===== config.mk =====
export PLATFORM = sky130hd
export DESIGN_NAME = tmr_oc_chan
export DESIGN_NICKNAME = d
export VERILOG_FILES = /design/src/rtl/tmr_oc_pkg.sv /design/src/rtl/tmr_oc_regs.sv /design/src/rtl/tmr_oc_tbase.sv /design/src/rtl/tmr_oc_edge.sv /design/src/rtl/tmr_oc_chan.sv
export SDC_FILE = /design/constraint.sdc
export NUM_CORES = 1
export LEC_CHECK = 0
export BUFFER_PORTS_ARGS = -buffer_cell sky130_fd_sc_hd__buf_2
export CORE_UTILIZATION = 40
export CTS_BUF_LIST = sky130_fd_sc_hd__clkbuf_4
export CTS_CLUSTER_SIZE = 20
export DETAILED_ROUTE_END_ITERATION = 10
export PLACE_DENSITY = 0.64
export RECOVER_POWER = 100
export SYNTH_ARGS = -nofsm -noshare
export SYNTH_HDL_FRONTEND = slang
export SYNTH_HIERARCHICAL = 1
export SYNTH_SLANG_ARGS = --single-unit

===== constraint.sdc =====
create_clock -name clk_i -period 3.89 [get_ports clk_i]
set_input_delay 0.1945 -clock clk_i [delete_from_list [all_inputs] [get_ports clk_i]]
set_output_delay 0.1945 -clock clk_i [all_outputs]
set_load 0.1 [all_outputs]

===== src/rtl/tmr_oc_pkg.sv =====
package tmr_oc_pkg;
  typedef enum logic [1:0] {
    MODE_OFF    = 2'b00,
    MODE_PIN_IN = 2'b01,
    MODE_OC     = 2'b10,
    MODE_RSVD   = 2'b11
  } chan_mode_e;

  typedef struct packed {
    logic       filt_clk_sel;
    logic [1:0] bus_sel;
    logic       dma_sel;
    logic       flag_en;
    logic       edge_pol;
    logic       edge_sel;
    chan_mode_e mode;
  } chan_ctrl_t;

  localparam logic [1:0] ADDR_CTRL  = 2'd0;
  localparam logic [1:0] ADDR_MATCH = 2'd1;
  localparam logic [1:0] ADDR_STAT  = 2'd2;

  localparam int CTL_ESEL = 2;
  localparam int CTL_EPOL = 3;
  localparam int CTL_FORCE = 4;
  localparam int CTL_FEN  = 5;
  localparam int CTL_DMA  = 6;
  localparam int CTL_BSEL = 7;
  localparam int CTL_FCK  = 9;
  localparam int SEL_W    = 2;
endpackage


===== src/rtl/tmr_oc_regs.sv =====
module tmr_oc_regs import tmr_oc_pkg::*; #(
  parameter int DATA_W = 16,
  parameter int CNT_W  = 16
) (
  input  logic              clk_i,
  input  logic              rst_ni,
  input  logic              wr_en_i,
  input  logic [1:0]        wr_addr_i,
  input  logic [DATA_W-1:0] wr_data_i,
  input  logic [1:0]        rd_addr_i,
  output logic [DATA_W-1:0] rd_data_o,
  input  logic              flag_i,
  output chan_ctrl_t        ctrl_o,
  output logic [CNT_W-1:0]  match_o,
  output logic              force_o,
  output logic              flag_clr_o
);
  chan_ctrl_t        ctrl_q;
  logic [CNT_W-1:0]  match_q;
  logic              force_q;
  logic              wr_ctrl;
  logic [DATA_W-1:0] ctrl_word;

  assign wr_ctrl = wr_en_i && (wr_addr_i == ADDR_CTRL);

  always_ff @(posedge clk_i or negedge rst_ni) begin
    if (!rst_ni) begin
      ctrl_q  <= '0;
      match_q <= '0;
      force_q <= 1'b0;
    end else begin
      force_q <= wr_ctrl && wr_data_i[CTL_FORCE];
      if (wr_ctrl) begin
        ctrl_q.mode         <= chan_mode_e'(wr_data_i[1:0]);
        ctrl_q.edge_sel     <= wr_data_i[CTL_ESEL];
        ctrl_q.edge_pol     <= wr_data_i[CTL_EPOL];
        ctrl_q.flag_en      <= wr_data_i[CTL_FEN];
        ctrl_q.dma_sel      <= wr_data_i[CTL_DMA];
        ctrl_q.bus_sel      <= wr_data_i[CTL_BSEL +: SEL_W];
        ctrl_q.filt_clk_sel <= wr_data_i[CTL_FCK];
      end
      if (wr_en_i && (wr_addr_i == ADDR_MATCH))
        match_q <= wr_data_i[CNT_W-1:0];
    end
  end

  // force bit is a strobe: never stored in the readable word
  always_comb begin
    ctrl_word = '0;
    ctrl_word[1:0]              = ctrl_q.mode;
    ctrl_word[CTL_ESEL]         = ctrl_q.edge_sel;
    ctrl_word[CTL_EPOL]         = ctrl_q.edge_pol;
    ctrl_word[CTL_FEN]          = ctrl_q.flag_en;
    ctrl_word[CTL_DMA]          = ctrl_q.dma_sel;
    ctrl_word[CTL_BSEL +: SEL_W] = ctrl_q.bus_sel;
    ctrl_word[CTL_FCK]          = ctrl_q.filt_clk_sel;
  end

  always_comb begin
    unique case (rd_addr_i)
      ADDR_CTRL:  rd_data_o = ctrl_word;
      ADDR_MATCH: rd_data_o = DATA_W'(match_q);
      ADDR_STAT:  rd_data_o = DATA_W'(flag_i);
      default:    rd_data_o = '0;
    endcase
  end

  assign ctrl_o     = ctrl_q;
  assign match_o    = match_q;
  assign force_o    = force_q;
  assign flag_clr_o = wr_en_i && (wr_addr_i == ADDR_STAT) && wr_data_i[0];
endmodule


===== src/rtl/tmr_oc_tbase.sv =====
module tmr_oc_tbase import tmr_oc_pkg::*; #(
  parameter int CNT_W = 16,
  parameter int N_BUS = 3
) (
  input  logic                        clk_i,
  input  logic                        rst_ni,
  input  logic [N_BUS-1:0][CNT_W-1:0] cnt_bus_i,
  input  logic [SEL_W-1:0]            bus_sel_i,
  output logic [CNT_W-1:0]            tbase_o
);
  logic [CNT_W-1:0] local_cnt_q;

  always_ff @(posedge clk_i or negedge rst_ni) begin
    if (!rst_ni) local_cnt_q <= '0;
    else         local_cnt_q <= local_cnt_q + 1'b1;
  end

  // codes beyond the bus count fall through to the local counter
  always_comb begin
    tbase_o = local_cnt_q;
    for (int i = 0; i < N_BUS; i++)
      if (bus_sel_i == SEL_W'(i)) tbase_o = cnt_bus_i[i];
  end
endmodule


===== src/rtl/tmr_oc_edge.sv =====
module tmr_oc_edge (
  input  logic clk_i,
  input  logic rst_ni,
  input  logic pin_i,
  output logic rise_o,
  output logic fall_o
);
  logic sync1_q, sync2_q, prev_q;

  always_ff @(posedge clk_i or negedge rst_ni) begin
    if (!rst_ni) begin
      sync1_q <= 1'b0;
      sync2_q <= 1'b0;
      prev_q  <= 1'b0;
    end else begin
      sync1_q <= pin_i;
      sync2_q <= sync1_q;
      prev_q  <= sync2_q;
    end
  end

  assign rise_o = sync2_q & ~prev_q;
  assign fall_o = ~sync2_q & prev_q;
endmodule


===== src/rtl/tmr_oc_chan.sv =====
module tmr_oc_chan import tmr_oc_pkg::*; #(
  parameter int CNT_W  = 16,
  parameter int DATA_W = 16,
  parameter int N_BUS  = 3
) (
  input  logic                        clk_i,
  input  logic                        rst_ni,
  input  logic                        wr_en_i,
  input  logic [1:0]                  wr_addr_i,
  input  logic [DATA_W-1:0]           wr_data_i,
  input  logic [1:0]                  rd_addr_i,
  output logic [DATA_W-1:0]           rd_data_o,
  input  logic [N_BUS-1:0][CNT_W-1:0] cnt_bus_i,
  input  logic                        presc_tick_i,
  output logic                        filt_clk_en_o,
  input  logic                        pin_i,
  output logic                        pin_o,
  output logic                        flag_o,
  output logic                        irq_o,
  output logic                        dma_o
);
  chan_ctrl_t       ctrl;
  logic [CNT_W-1:0] match_a, tbase;
  logic force_q, flag_clr, rise, fall;
  logic oc_mode, in_mode, cmp_eq, act, edge_hit, flag_set;
  logic edge_sel, edge_pol;
  logic out_q, flag_q;

  tmr_oc_regs #(.DATA_W(DATA_W), .CNT_W(CNT_W)) u_regs (
    .clk_i(clk_i), .rst_ni(rst_ni),
    .wr_en_i(wr_en_i), .wr_addr_i(wr_addr_i), .wr_data_i(wr_data_i),
    .rd_addr_i(rd_addr_i), .rd_data_o(rd_data_o), .flag_i(flag_q),
    .ctrl_o(ctrl), .match_o(match_a), .force_o(force_q), .flag_clr_o(flag_clr)
  );

  tmr_oc_tbase #(.CNT_W(CNT_W), .N_BUS(N_BUS)) u_tbase (
    .clk_i(clk_i), .rst_ni(rst_ni), .cnt_bus_i(cnt_bus_i),
    .bus_sel_i(ctrl.bus_sel), .tbase_o(tbase)
  );

  tmr_oc_edge u_edge (
    .clk_i(clk_i), .rst_ni(rst_ni), .pin_i(pin_i), .rise_o(rise), .fall_o(fall)
  );

  assign edge_sel = ctrl.edge_sel;
  assign edge_pol = ctrl.edge_pol;
  assign oc_mode  = (ctrl.mode == MODE_OC);
  assign in_mode  = (ctrl.mode == MODE_PIN_IN);
  assign cmp_eq   = (tbase == match_a);
  // force merges with a real hit: one action per edge
  assign act      = oc_mode && (cmp_eq || force_q);
  assign edge_hit = in_mode && !edge_sel && (edge_pol ? rise : fall);
  assign flag_set = (oc_mode && cmp_eq) || edge_hit;

  always_ff @(posedge clk_i or negedge rst_ni) begin
    if (!rst_ni) begin
      out_q  <= 1'b0;
      flag_q <= 1'b0;
    end else begin
      if (act) out_q <= edge_sel ? ~out_q : edge_pol;
      if (flag_set)      flag_q <= 1'b1;
      else if (flag_clr) flag_q <= 1'b0;
    end
  end

  assign pin_o         = out_q;
  assign flag_o        = flag_q;
  assign irq_o         = flag_q && ctrl.flag_en && !ctrl.dma_sel;
  assign dma_o         = flag_q && ctrl.flag_en && ctrl.dma_sel;
  assign filt_clk_en_o = ctrl.filt_clk_sel ? 1'b1 : presc_tick_i;
endmodule


==> metrics.md, run 1 <==
| Metric | Value |
|---|---|
| Run status | `finished with violations` |
| Failing checks | `capacitance limit, slew limit` |
| Transition time of the tightest slew-check pin | `about 2.6 ns` |
| Crit path kind | `reg2reg` |
| Library cells used by synthesis | `39` |
| Int Pwr | `roughly 960 uW` |
| Slew HR | `-70.6%` |
| Top-area cell type share of the netlist area | `between 40% and 50%` |
| Clock latency of the later-clocked register in the worst-skew pair | `roughly 0.36 ns` |
| Nets in the synthesized netlist | `282` |
| Worst path max stage delay | `0.83 ns` |
| Worst setup slack for register-to-register paths | `~1.0 ns` |
| CTS Sinks | `47` |
| Cell count after synthesis | `~210` |
| Max frequency | `approximately 0.35 GHz` |
| Hold crit path type | `in2reg` |
| Global router's overall resource usage | `20.0%` |
| TritonRoute pass-1 iters | `4` |
| Most frequent cell after synthesis | `sky130_fd_sc_hd__dfrtp_1` |
| Leakage power total | `around 0.0015 uW` |
| Timing startpoint of the critical path | `u_regs/ctrl_o[6]` |
| Share of synthesized registers carrying an async set or reset | `100%` |
| Final #Nets | `376` |
| Seq pwr share | `between 40 and 50%` |
| Met3 usage in global routing | `5.25%` |
| Register bit count reported by yosys | `47` |
| Area of the placeable core | `~6500 um2` |
| Cell Pwr Density | `between 400 and 500 nW/um2` |
| Worst flop-to-flop path endpoint | `pin_o` |
| Busiest metal layer after global routing | `met2` |
| Total I/O pin count | `94` |
| Most frequent cells after synthesis | `sky130_fd_sc_hd__dfrtp_1 (47), sky130_fd_sc_hd__xnor2_1 (17), sky130_fd_sc_hd__mux2_2 (16), sky130_fd_sc_hd__mux4_2 (15), sky130_fd_sc_hd__nor2_1 (15)` |
| Crit end category | `flop` |
| Unrepaired setup endpoints after global routing | `false` |
| Number of antenna violations at the first check in global routing | `0` |
| Count of flip-flops with a built-in enable after synthesis | `0` |
| Bufs on Longest Clock Path | `2` |
| Last weighted congestion value of the routability-driven placer | `about 0.9` |
| CTS Root Buffer Type | `sky130_fd_sc_hd__clkbuf_4` |
| Yosys warning count | `6` |
| Critical-path top delay cell | `sky130_fd_sc_hd__dfrtp_1` |
| Arrival time of the worst setup path | `roughly 3.1 ns` |
| Ratio of final minimum period to clock period | `between 70% and 80%` |
| Final Hold Vio Count | `0` |
| Share of final-layout standard cells stronger than drive strength 1 | `~38%` |
| Starting density of the core | `between 40 and 50%` |
| Die ar. | `roughly 7300 um2` |
| Via count | `2020` |
| Reg-to-Reg Start | `u_regs/ctrl_o[6]` |
| Global-route wire length before repair | `approximately 11 mm` |
| Detail Route Antenna Nets | `0` |
| Setup TNS after final layout | `0 ns` |
| Violation count after the first detailed-routing iteration | `70` |
| Fraction of met2 tracks used by global routing | `~32%` |
| Buffering stage count on the worst path with inverters included | `1` |
| Htree depth | `2` |
| WL/cell | `17.7 um` |
| Via count of the first global-routing pass | `slightly above 2000` |
| Die X-Extent | `between 80 and 90 um` |
| Net switching fraction of the power | `roughly two fifths` |
| Clock buffers created by TritonCTS | `5` |
| Layout overhead on the synthesized area | `18.0%` |
| Post-Syn Area | `approximately 2800 um2` |
| Share of power burned in the clock network | `between 20% and 30%` |
| Number of rows created at floorplan | `29` |
| Met1 layer usage reported by global route | `27.4%` |
| Depth of the worst register-to-register path | `6` |
| Power spent charging and discharging nets | `621 uW` |
| Endpoint of the worst setup timing path | `pin_o` |
| Diodes inserted | `0` |
| MaxCap Viol Count | `2` |
| Final setup vio count | `0` |
| IR drop worst, VDD | `0.182 mV` |
| Clk_skew | `around 0.0021 ns` |
| Dpl cell area | `between 3000 and 4000 um2` |
| Number of standard cells in the layout, taps in and fillers out | `between 300 and 400` |
| CTS clock-pin slew for the worst setup and hold paths | `0.14 ns` |
| Most area-hungry cell type in the Yosys netlist | `sky130_fd_sc_hd__dfrtp_1` |
| Crit path required time | `roughly 4.2 ns` |
| Comb power frac | `between 30% and 40%` |
| Critical Path, Cell by Cell | `clkbuf_1, mux4_2, xor2_1, nor4_1, a31oi_1, mux2_1` |
| Overall die height | `between 80 and 90 um` |
| Path length in cells of the critical path | `6` |
| Setup bufs post-CTS | `0` |
| Sequential area share after synthesis | `42.5%` |
| TritonCTS clock tree | `done` |
| Minimum clock period | `between 2 and 3 ns` |
| Critical path peak fanout | `14` |
| Post-detail-place hpwl | `5.18 mm` |
| Vias per std cell | `between 5 and 6` |
| Detailed-route wire length | `6.71 mm` |
| Total overflow reported by the global router | `0` |
| Drc violations | `0` |
| Largest net degree at the start of global routing | `between 40 and 50` |
| Ranking of synthesized cells by area | `sky130_fd_sc_hd__dfrtp_1 (42%), sky130_fd_sc_hd__mux4_2 (12%), sky130_fd_sc_hd__mux2_2 (6.5%)` |
| Post-Synthesis Mean Instance Area | `approximately 13 um2` |
| Post-route cell area | `between 3000 and 4000 um2` |
| Cell family contributing the most delay on the critical path | `multiplexers` |
| Number of pins exceeding their max-slew limit in the final report | `59` |
| Placed Cells | `approximately 370` |
| Kind of start point of the critical path | `flop` |
| Filler Cells Inserted | `~620` |
| Top FF cell, synth | `sky130_fd_sc_hd__dfrtp_1` |
| Number of port buffers | `93` |
==> metrics by stage <==
stage | utilization (%) | setup WS (ns) | hold WS (ns) | total power (uW)
after floorplan | - | 1.06 | -0.101 | 1130
after global placement | 50.3 | 1.30 | 0.310 | 1250
after detailed placement | 50.3 | 1.23 | 0.308 | 1260
after CTS | 52.1 | 1.22 | 0.0280 | 1630
after global routing | 50.0 | 0.773 | 0.0228 | 1660
final | 50.0 | 1.02 | 0.0396 | 1580
==> sequential cells by signal, indices dropped and copies added, names as in the netlist <==
name                 flops
u_edge/prev_q            1
flag_o                   1
u_tbase/local_cnt_q     16
u_regs/ctrl_o            9
u_edge/sync2_q           1
u_edge/sync1_q           1
u_regs/force_o           1
pin_o                    1
u_regs/match_o          16
==> cells by family (layout without fill, tap and decap cells) <==
logic type	Yosys count	count (layout)	synth area share (%)
AND/OR/NAND/NOR	61	61	15.1
multiplexers	52	52	28.7
flip-flops	47	47	42.5
XOR/XNOR	30	30	9.76
buffers and inverters	13	108	2.58
AO/OA/AOI/OAI	4	4	0.904
adder cells (fa/ha/maj)	1	1	0.452
==> layout make-up <==
cell class	instances	area, um2	area share (%)
Clock buffer	6	45.0	1.38
Timing Repair Buffer	95	450	13.8
Inverter	5	18.8	0.574
Multi-Input combinational cell	148	1420	43.5
Tap cell	77	96.3	2.95
Sequential cell	47	1180	36.0
Clock inverter	2	60.1	1.84
==> worst min path at each step <==
| stage | start | endpoint | cells past startpoint |
|---|---|---|---|
| after floorplan | rst_ni | flag_o | 0 |
| after global placement | pin_i | u_edge/sync1_q | 1 |
| after detailed placement | pin_i | u_edge/sync1_q | 1 |
| after CTS | rst_ni | u_edge/prev_q | 1 |
| after global routing | wr_data_i[13] | u_regs/match_o[13] | 2 |
| final | wr_data_i[13] | u_regs/match_o[13] | 2 |
==> worst register-to-register path, delay by kind of cell, from the launching register on <==
family                    cells  cell delay [ns]
buffers and inverters         1             0.39
xor gates and xnor gates      1             0.15
and+or+nand+nor               1             0.36
AOI/OAI and AO/OA             1             0.15
muxes                         2             0.88
DFF                           1             0.83
==> routing by layer <==
layer | part of all wire (%) | routed length, um
met1 | 47 | 3140
met2 | 46 | 3070
met3 | 6.7 | 450
met4 | 0.85 | 57
met5 | 0 | 0
==> power by group through the flow <==
stage / combinational (uW) / sequential, uW / clock [uW]
after floorplan: 453 / 672 / 0
after global placement: 605 / 648 / 0
after detailed placement: 609 / 652 / 0
after CTS: 611 / 642 / 377
after global routing: 611 / 654 / 397
final: 576 / 640 / 369
==> layout by cell type, fill, tap and decap left out, types with 9 or more instances in the layout <==
master                     netlist  routed
sky130_fd_sc_hd__buf_2           3      70
sky130_fd_sc_hd__and2_1         10      10
sky130_fd_sc_hd__mux2_2         16      16
sky130_fd_sc_hd__xor2_1         12      12
sky130_fd_sc_hd__nor2_1         15      15
sky130_fd_sc_hd__xnor2_1        17      17
sky130_fd_sc_hd__mux4_2         15      15
sky130_fd_sc_hd__dfrtp_1        47      47
sky130_fd_sc_hd__mux2_1          1      11
sky130_fd_sc_hd__mux2i_1         9       9
sky130_fd_sc_hd__clkbuf_1        1      24
==> timing repair <==
action / 4_1_cts / 5_1_grt
hold endpoints to repair: 1 / 0
hold buffers: 1 / 0
gates resized for setup: 0 / 0
(Power assumes the default switching activity.)
==> run 2: changes to the inputs <==
Clock period 3.89 ns to 2.9 ns, I/O delays scaled along.
==> run 2 against run 1 <==
Compared with the run above:
- the run still ends with capacitance limit, slew limit left
- worst setup slack got worse by 0.65 ns
- worst hold slack got worse by 0.014 ns
- critical path type unchanged
- sequential cell count did not move
- global-route usage barely moved
- first-iteration DRC count rose by 29%
- fmax rose by 13%
- via count rose by 1.8%
==> metrics.md, run 2 (synthesis results as in run 1) <==
| Metric | Value |
|---|---|
| Run status | `finished with violations` |
| Failing checks | `capacitance limit, slew limit` |
| Total I/O pin count | `between 90 and 100` |
| CTS clock-pin slew for the worst setup and hold paths | `about 0.16 ns` |
| Detail Route Antenna Nets | `0` |
| Vias per std cell | `roughly 5.2` |
| Share of power burned in the clock network | `between 15 and 20%` |
| Worst path max stage delay | `between 0.6 and 0.7 ns` |
| Overall die height | `around 85 um` |
| Detailed-route wire length | `6.91 mm` |
| Global-route wire length before repair | `10.7 mm` |
| Starting density of the core | `between 40% and 50%` |
| Number of pins exceeding their max-slew limit in the final report | `11` |
| Most common cell after layout, fill and taps aside | `sky130_fd_sc_hd__buf_2` |
| Bufs on Longest Clock Path | `2` |
| Final Hold Vio Count | `0` |
| Leakage power total | `around 0.0016 uW` |
| Arrival time of the worst setup path | `about 2.8 ns` |
| Layout overhead on the synthesized area | `22.5%` |
| CTS Sinks | `47` |
| Htree depth | `2` |
| Int Pwr | `1130 uW` |
| Kind of start point of the critical path | `flop` |
| Area of the placeable core | `6530 um2` |
| TritonCTS clock tree | `done` |
| TritonRoute pass-1 iters | `4` |
| Critical-path top delay cell | `sky130_fd_sc_hd__dfrtp_1` |
| Final setup vio count | `0` |
| Last weighted congestion value of the routability-driven placer | `roughly 0.8` |
| Setup bufs post-CTS | `0` |
| Violation count after the first detailed-routing iteration | `90` |
| Setup TNS after final layout | `0 ns` |
| Transition time of the tightest slew-check pin | `approximately 1.6 ns` |
| Critical Path, Cell by Cell | `clkbuf_1, mux4_2, xor2_2, nor4_2, a31oi_1, mux2_1` |
| Total overflow reported by the global router | `0` |
| Minimum clock period | `between 2 and 3 ns` |
| Post-detail-place hpwl | `around 5.3 mm` |
| Crit end category | `flop` |
| Top library cells by usage in the layout, fill and taps aside | `sky130_fd_sc_hd__buf_2 (70), sky130_fd_sc_hd__dfrtp_1 (47), sky130_fd_sc_hd__clkbuf_1 (23), sky130_fd_sc_hd__xnor2_1 (17)` |
| MaxCap Viol Count | `1` |
| IR drop worst, VDD | `~0.23 mV` |
| Multi-input combinational cell area | `~1400 um2` |
| Comb power frac | `~41%` |
| Drc violations | `0` |
| Cell Pwr Density | `approximately 580 nW/um2` |
| Crit path kind | `reg2reg` |
| Overall Power | `a little under 2000 uW` |
| Power spent charging and discharging nets | `~850 uW` |
| Clock latency of the later-clocked register in the worst-skew pair | `between 0.3 and 0.4 ns` |
| Hold-fix buffer count after cts | `15` |
| Clk_skew | `approximately 0.020 ns` |
| Number of port buffers | `93` |
| Filler Cells Inserted | `roughly 610` |
| Via count | `2056` |
| Die X-Extent | `roughly 85 um` |
| Share of final-layout standard cells stronger than drive strength 1 | `approximately 37%` |
| Hold crit path type | `in2reg` |
| Critical path peak fanout | `11` |
| Dpl cell area | `around 3300 um2` |
| Total area of sequential cells | `around 1200 um2` |
| Max frequency | `0.395 GHz` |
| Hold Worst Slack | `~0.025 ns` |
| Seq pwr share | `between 40% and 50%` |
| Largest net degree at the start of global routing | `48` |
| Net switching fraction of the power | `between 40 and 50%` |
| Post-route cell area | `between 3000 and 4000 um2` |
| Number of rows created at floorplan | `29` |
| Crit path required time | `3.18 ns` |
| Slew HR | `-9.46%` |
| Die ar. | `between 7000 and 8000 um2` |
| Post-cts repair resize count | `0` |
| Ratio of final minimum period to clock period | `87.4%` |
| Unrepaired setup endpoints after global routing | `false` |
| CTS Root Buffer Type | `sky130_fd_sc_hd__clkbuf_4` |
| Diodes inserted | `0` |
| Number of antenna violations at the first check in global routing | `0` |
| Final #Nets | `393` |
| Clock buffers created by TritonCTS | `5` |
| Via count of the first global-routing pass | `just over 2000` |
| Global router's overall resource usage | `about a fifth` |
| WL/cell | `17.4 um` |
run 2: metal layers:
metal  GRT usage (%)  wire (um)
met3            3.21        415
met4            5.39         80
met1            28.2       3200
met5               0          0
met2            32.0       3220
run 2: cell type report:
type                    count  share of cell area, %
repair buffers            112                   18.2
flip-flops and latches     47                   34.7
multi-input cells         148                   42.1
clock inverters             3                  0.590
clock buffers               5                   1.11
inverters                   5                  0.553
well taps                  77                   2.84
run 2: worst max-delay path, delay by kind of cell (launching register included):
| family | cells | cell delay [ns] |
|---|---|---|
| compound gates | 1 | 0.14 |
| xor+xnor | 1 | 0.16 |
| buf+inv | 1 | 0.31 |
| flops | 1 | 0.66 |
| mux | 2 | 0.89 |
| simple gates | 1 | 0.29 |
run 2: metrics by stage:
stage / instances / util, % / setup slack, ns
3_5_place_dp: 373 / 50.5 / 0.447
5_1_grt: 397 / 52.0 / 0.187
6_report: 397 / 52.0 / 0.366
3_3_place_gp: 373 / 50.5 / 0.486
4_1_cts: 396 / 53.7 / 0.437
2_1_floorplan: 208 / - / 0.174
run 2: path summary, 6_finish.rpt:
check	startpoint	to	slack (ns)	depth (start not counted)
worst min register to register	u_edge/sync1_q	u_edge/sync2_q	0.37	0
min in group asynchronous	rst_ni	u_edge/prev_q	0.53	2
worst max-delay path	u_regs/ctrl_o[6]	pin_o	0.37	6
worst max register to register	u_regs/ctrl_o[6]	pin_o	0.37	6
max in group asynchronous	rst_ni	u_tbase/local_cnt_q[11]	1.61	2
worst min-delay path	wr_data_i[0]	u_regs/ctrl_o[0]	0.03	2
run 2: power by group through the flow:
stage | Sequential [uW] | Clock (uW) | Combinational [uW]
detailed placement | 867 | 0 | 834
global placement | 863 | 0 | 827
CTS | 853 | 334 | 851
global route | 868 | 362 | 859
floorplan | 902 | 0 | 608
finish | 851 | 322 | 809
==> run 3: changes to the inputs <==
==> constraint.sdc (replaced) <==
create_clock -name clk_i -period 2.9 [get_ports clk_i]
set_input_delay 0.29 -clock clk_i [delete_from_list [all_inputs] [get_ports clk_i]]
set_output_delay 0.29 -clock clk_i [all_outputs]
set_load 0.1 [all_outputs]
==> run 3 against run 2 <==
Compared with the run above:
- the flow still finishes with violations (capacitance limit, slew limit)
- clock power down 3%
- final cell count shrank 4.3%
- combinational power fell by 2.7%
- largest cell class unchanged
- sequential power grew 0.5%
- worst setup slack got worse by 0.0092 ns
- register-to-register slack about the same
- global-route usage down 0.79 points
- largest power group unchanged
==> metrics.md, run 3 (synthesis results as in run 1) <==
| Metric | Value |
|---|---|
| Arrival time of the worst setup path | `roughly 2.8 ns` |
| Overall Power | `1960 uW` |
| CTS Sinks | `47` |
| Multi-input combinational cell area | `approximately 1400 um2` |
| Unrepaired setup endpoints after global routing | `false` |
| Startpoint of the worst hold path | `pin_i` |
| Cell Pwr Density | `a little over 600 nW/um2` |
| Die ar. | `about 7300 um2` |
| End point of the most critical hold path | `u_edge/sync1_q` |
| WL/cell | `approximately 17 um` |
| Dpl cell area | `between 3000 and 4000 um2` |
| Number of rows created at floorplan | `29` |
| Starting density of the core | `about 42%` |
| Setup TNS after final layout | `0 ns` |
| Leakage power total | `between 0.001 and 0.0015 uW` |
| Number of antenna violations at the first check in global routing | `0` |
| Number of standard cells in the layout, taps in and fillers out | `380` |
| Depth of the worst register-to-register path | `7` |
| Post-detail-place hpwl | `between 5 and 6 mm` |
| Bufs on Longest Clock Path | `2` |
| Htree depth | `2` |
| Crit path required time | `roughly 3.2 ns` |
| Violation count after the first detailed-routing iteration | `approximately 120` |
| Via count of the first global-routing pass | `1980` |
| Hold-fix buffer count after cts | `0` |
| Max frequency | `approximately 0.4 GHz` |
| Number of pins exceeding their max-slew limit in the final report | `59` |
| Worst setup slack for register-to-register paths | `between 0.3 and 0.4 ns` |
| Final setup vio count | `0` |
| CTS clock-pin slew for the worst setup and hold paths | `~0.15 ns` |
| CTS Root Buffer Type | `sky130_fd_sc_hd__clkbuf_4` |
| Diodes inserted | `0` |
| Final #Nets | `376` |
| Slew HR | `-69.9%` |
| Worst Hold Path Cells | `1` |
| Critical path peak fanout | `12` |
| Detailed-route wire length | `6.59 mm` |
| Setup bufs post-CTS | `0` |
| Clk_skew | `approximately 0.015 ns` |
| Largest net degree at the start of global routing | `between 40 and 50` |
| Placed Cells | `372` |
| Total I/O pin count | `94` |
| Clock buffers created by TritonCTS | `5` |
| Share of final-layout standard cells stronger than drive strength 1 | `approximately two fifths` |
| Kind of start point of the critical path | `flop` |
| Crit end category | `flop` |
| Final Hold Vio Count | `0` |
| Hold crit path type | `in2reg` |
| Area of the placeable core | `about 6500 um2` |
| Worst flop-to-flop path endpoint | `pin_o` |
| MaxCap Viol Count | `2` |
| Total area of sequential cells | `between 1000 and 1500 um2` |
| TritonCTS clock tree | `done` |
| Reg-to-Reg Start | `u_regs/ctrl_o[6]` |
| Vias per std cell | `about 5.4` |
| Filler Cells Inserted | `between 600 and 700` |
| Post-cts repair resize count | `0` |
| Failing checks | `capacitance limit, slew limit` |
| Drc violations | `0` |
| Number of port buffers | `a little over 90` |
| Overall die height | `85.2 um` |
| Last weighted congestion value of the routability-driven placer | `between 0.8 and 0.9` |
| Run status | `finished with violations` |
| Layout overhead on the synthesized area | `16.2%` |
| Most common cell after layout, fill and taps aside | `sky130_fd_sc_hd__buf_2` |
| Crit path kind | `reg2reg` |
| Clock latency of the later-clocked register in the worst-skew pair | `around 0.37 ns` |
| Global-route wire length before repair | `10.4 mm` |
| Global router's overall resource usage | `19.1%` |
| Total overflow reported by the global router | `0` |
| Post-route cell area | `3220 um2` |
| TritonRoute pass-1 iters | `5` |
| Detail Route Antenna Nets | `0` |
| Via count | `slightly above 2000` |
| Ratio of final minimum period to clock period | `about 88%` |
| Top library cells by usage in the layout, fill and taps aside | `sky130_fd_sc_hd__buf_2 (70), sky130_fd_sc_hd__dfrtp_1 (47), sky130_fd_sc_hd__clkbuf_1 (21), sky130_fd_sc_hd__xnor2_1 (17), sky130_fd_sc_hd__mux2_2 (16)` |
| Transition time of the tightest slew-check pin | `about 2.5 ns` |
| IR drop worst, VDD | `between 0.2 and 0.25 mV` |
| Minimum clock period | `2.54 ns` |
| Die X-Extent | `approximately 85 um` |
run 3: changes by cell type in the layout (fill, tap and decap cells not counted), sizes merged:
cell,change
dlygate4sd3,-16
clkbuf,-1
run 3: through the flow:
step,setup WS [ns],util [%],hold slack (ns)
6_report,0.357,49.3,0.0161
5_1_grt,0.108,49.3,0.00290
4_1_cts,0.305,51.3,0.00297
3_5_place_dp,0.314,50.4,0.339
3_3_place_gp,0.411,50.4,0.337
2_1_floorplan,0.279,-,-0.00559
run 3: worst max-delay path by stage:
| stage | startpoint | endpoint | slack, ns | depth (start not counted) |
|---|---|---|---|---|
| global route | u_regs/ctrl_o[6] | pin_o | 0.11 | 7 |
| global placement | u_regs/ctrl_o[6] | pin_o | 0.41 | 6 |
| finish | u_regs/ctrl_o[6] | pin_o | 0.36 | 7 |
| detailed placement | u_regs/ctrl_o[6] | pin_o | 0.31 | 7 |
| floorplan | flag_o | irq_o | 0.28 | 2 |
| CTS | u_regs/ctrl_o[6] | pin_o | 0.31 | 7 |
run 3: worst max-delay path, cell delays in order, from the launching register on:
cell and delay [ns]:
sky130_fd_sc_hd__dfrtp_1 0.73, sky130_fd_sc_hd__buf_4 0.28, sky130_fd_sc_hd__mux4_1 0.59, sky130_fd_sc_hd__xnor2_1 0.17, sky130_fd_sc_hd__nand4_1 0.11, sky130_fd_sc_hd__nor2_1 0.15, sky130_fd_sc_hd__a31oi_1 0.11, sky130_fd_sc_hd__mux2_1 0.31
run 3: layout make-up:
| class | count | share of cell area [%] |
|---|---|---|
| flip-flops and latches | 47 | 36.5 |
| multi-input cells | 148 | 44.0 |
| repair buffers | 95 | 14.1 |
| clock inverters | 3 | 0.622 |
| well taps | 77 | 2.99 |
| clock buffers | 5 | 1.17 |
| inverters | 5 | 0.583 |
run 3: where the power goes:
group	switching, uW	internal (uW)
Combinational	503	284
Clock	220	93.4
Sequential	120	736
Total	842	1110
run 3: per-layer routing:
layer  vias to the layer above  GRT usage (%)  share of wire [%]
met5                         -              0                  0
met4                         0           4.62                1.0
met3                         8           3.70                7.0
met2                        88           29.2                 46
met1                      1005           28.2                 46
li1                        941              -                  -
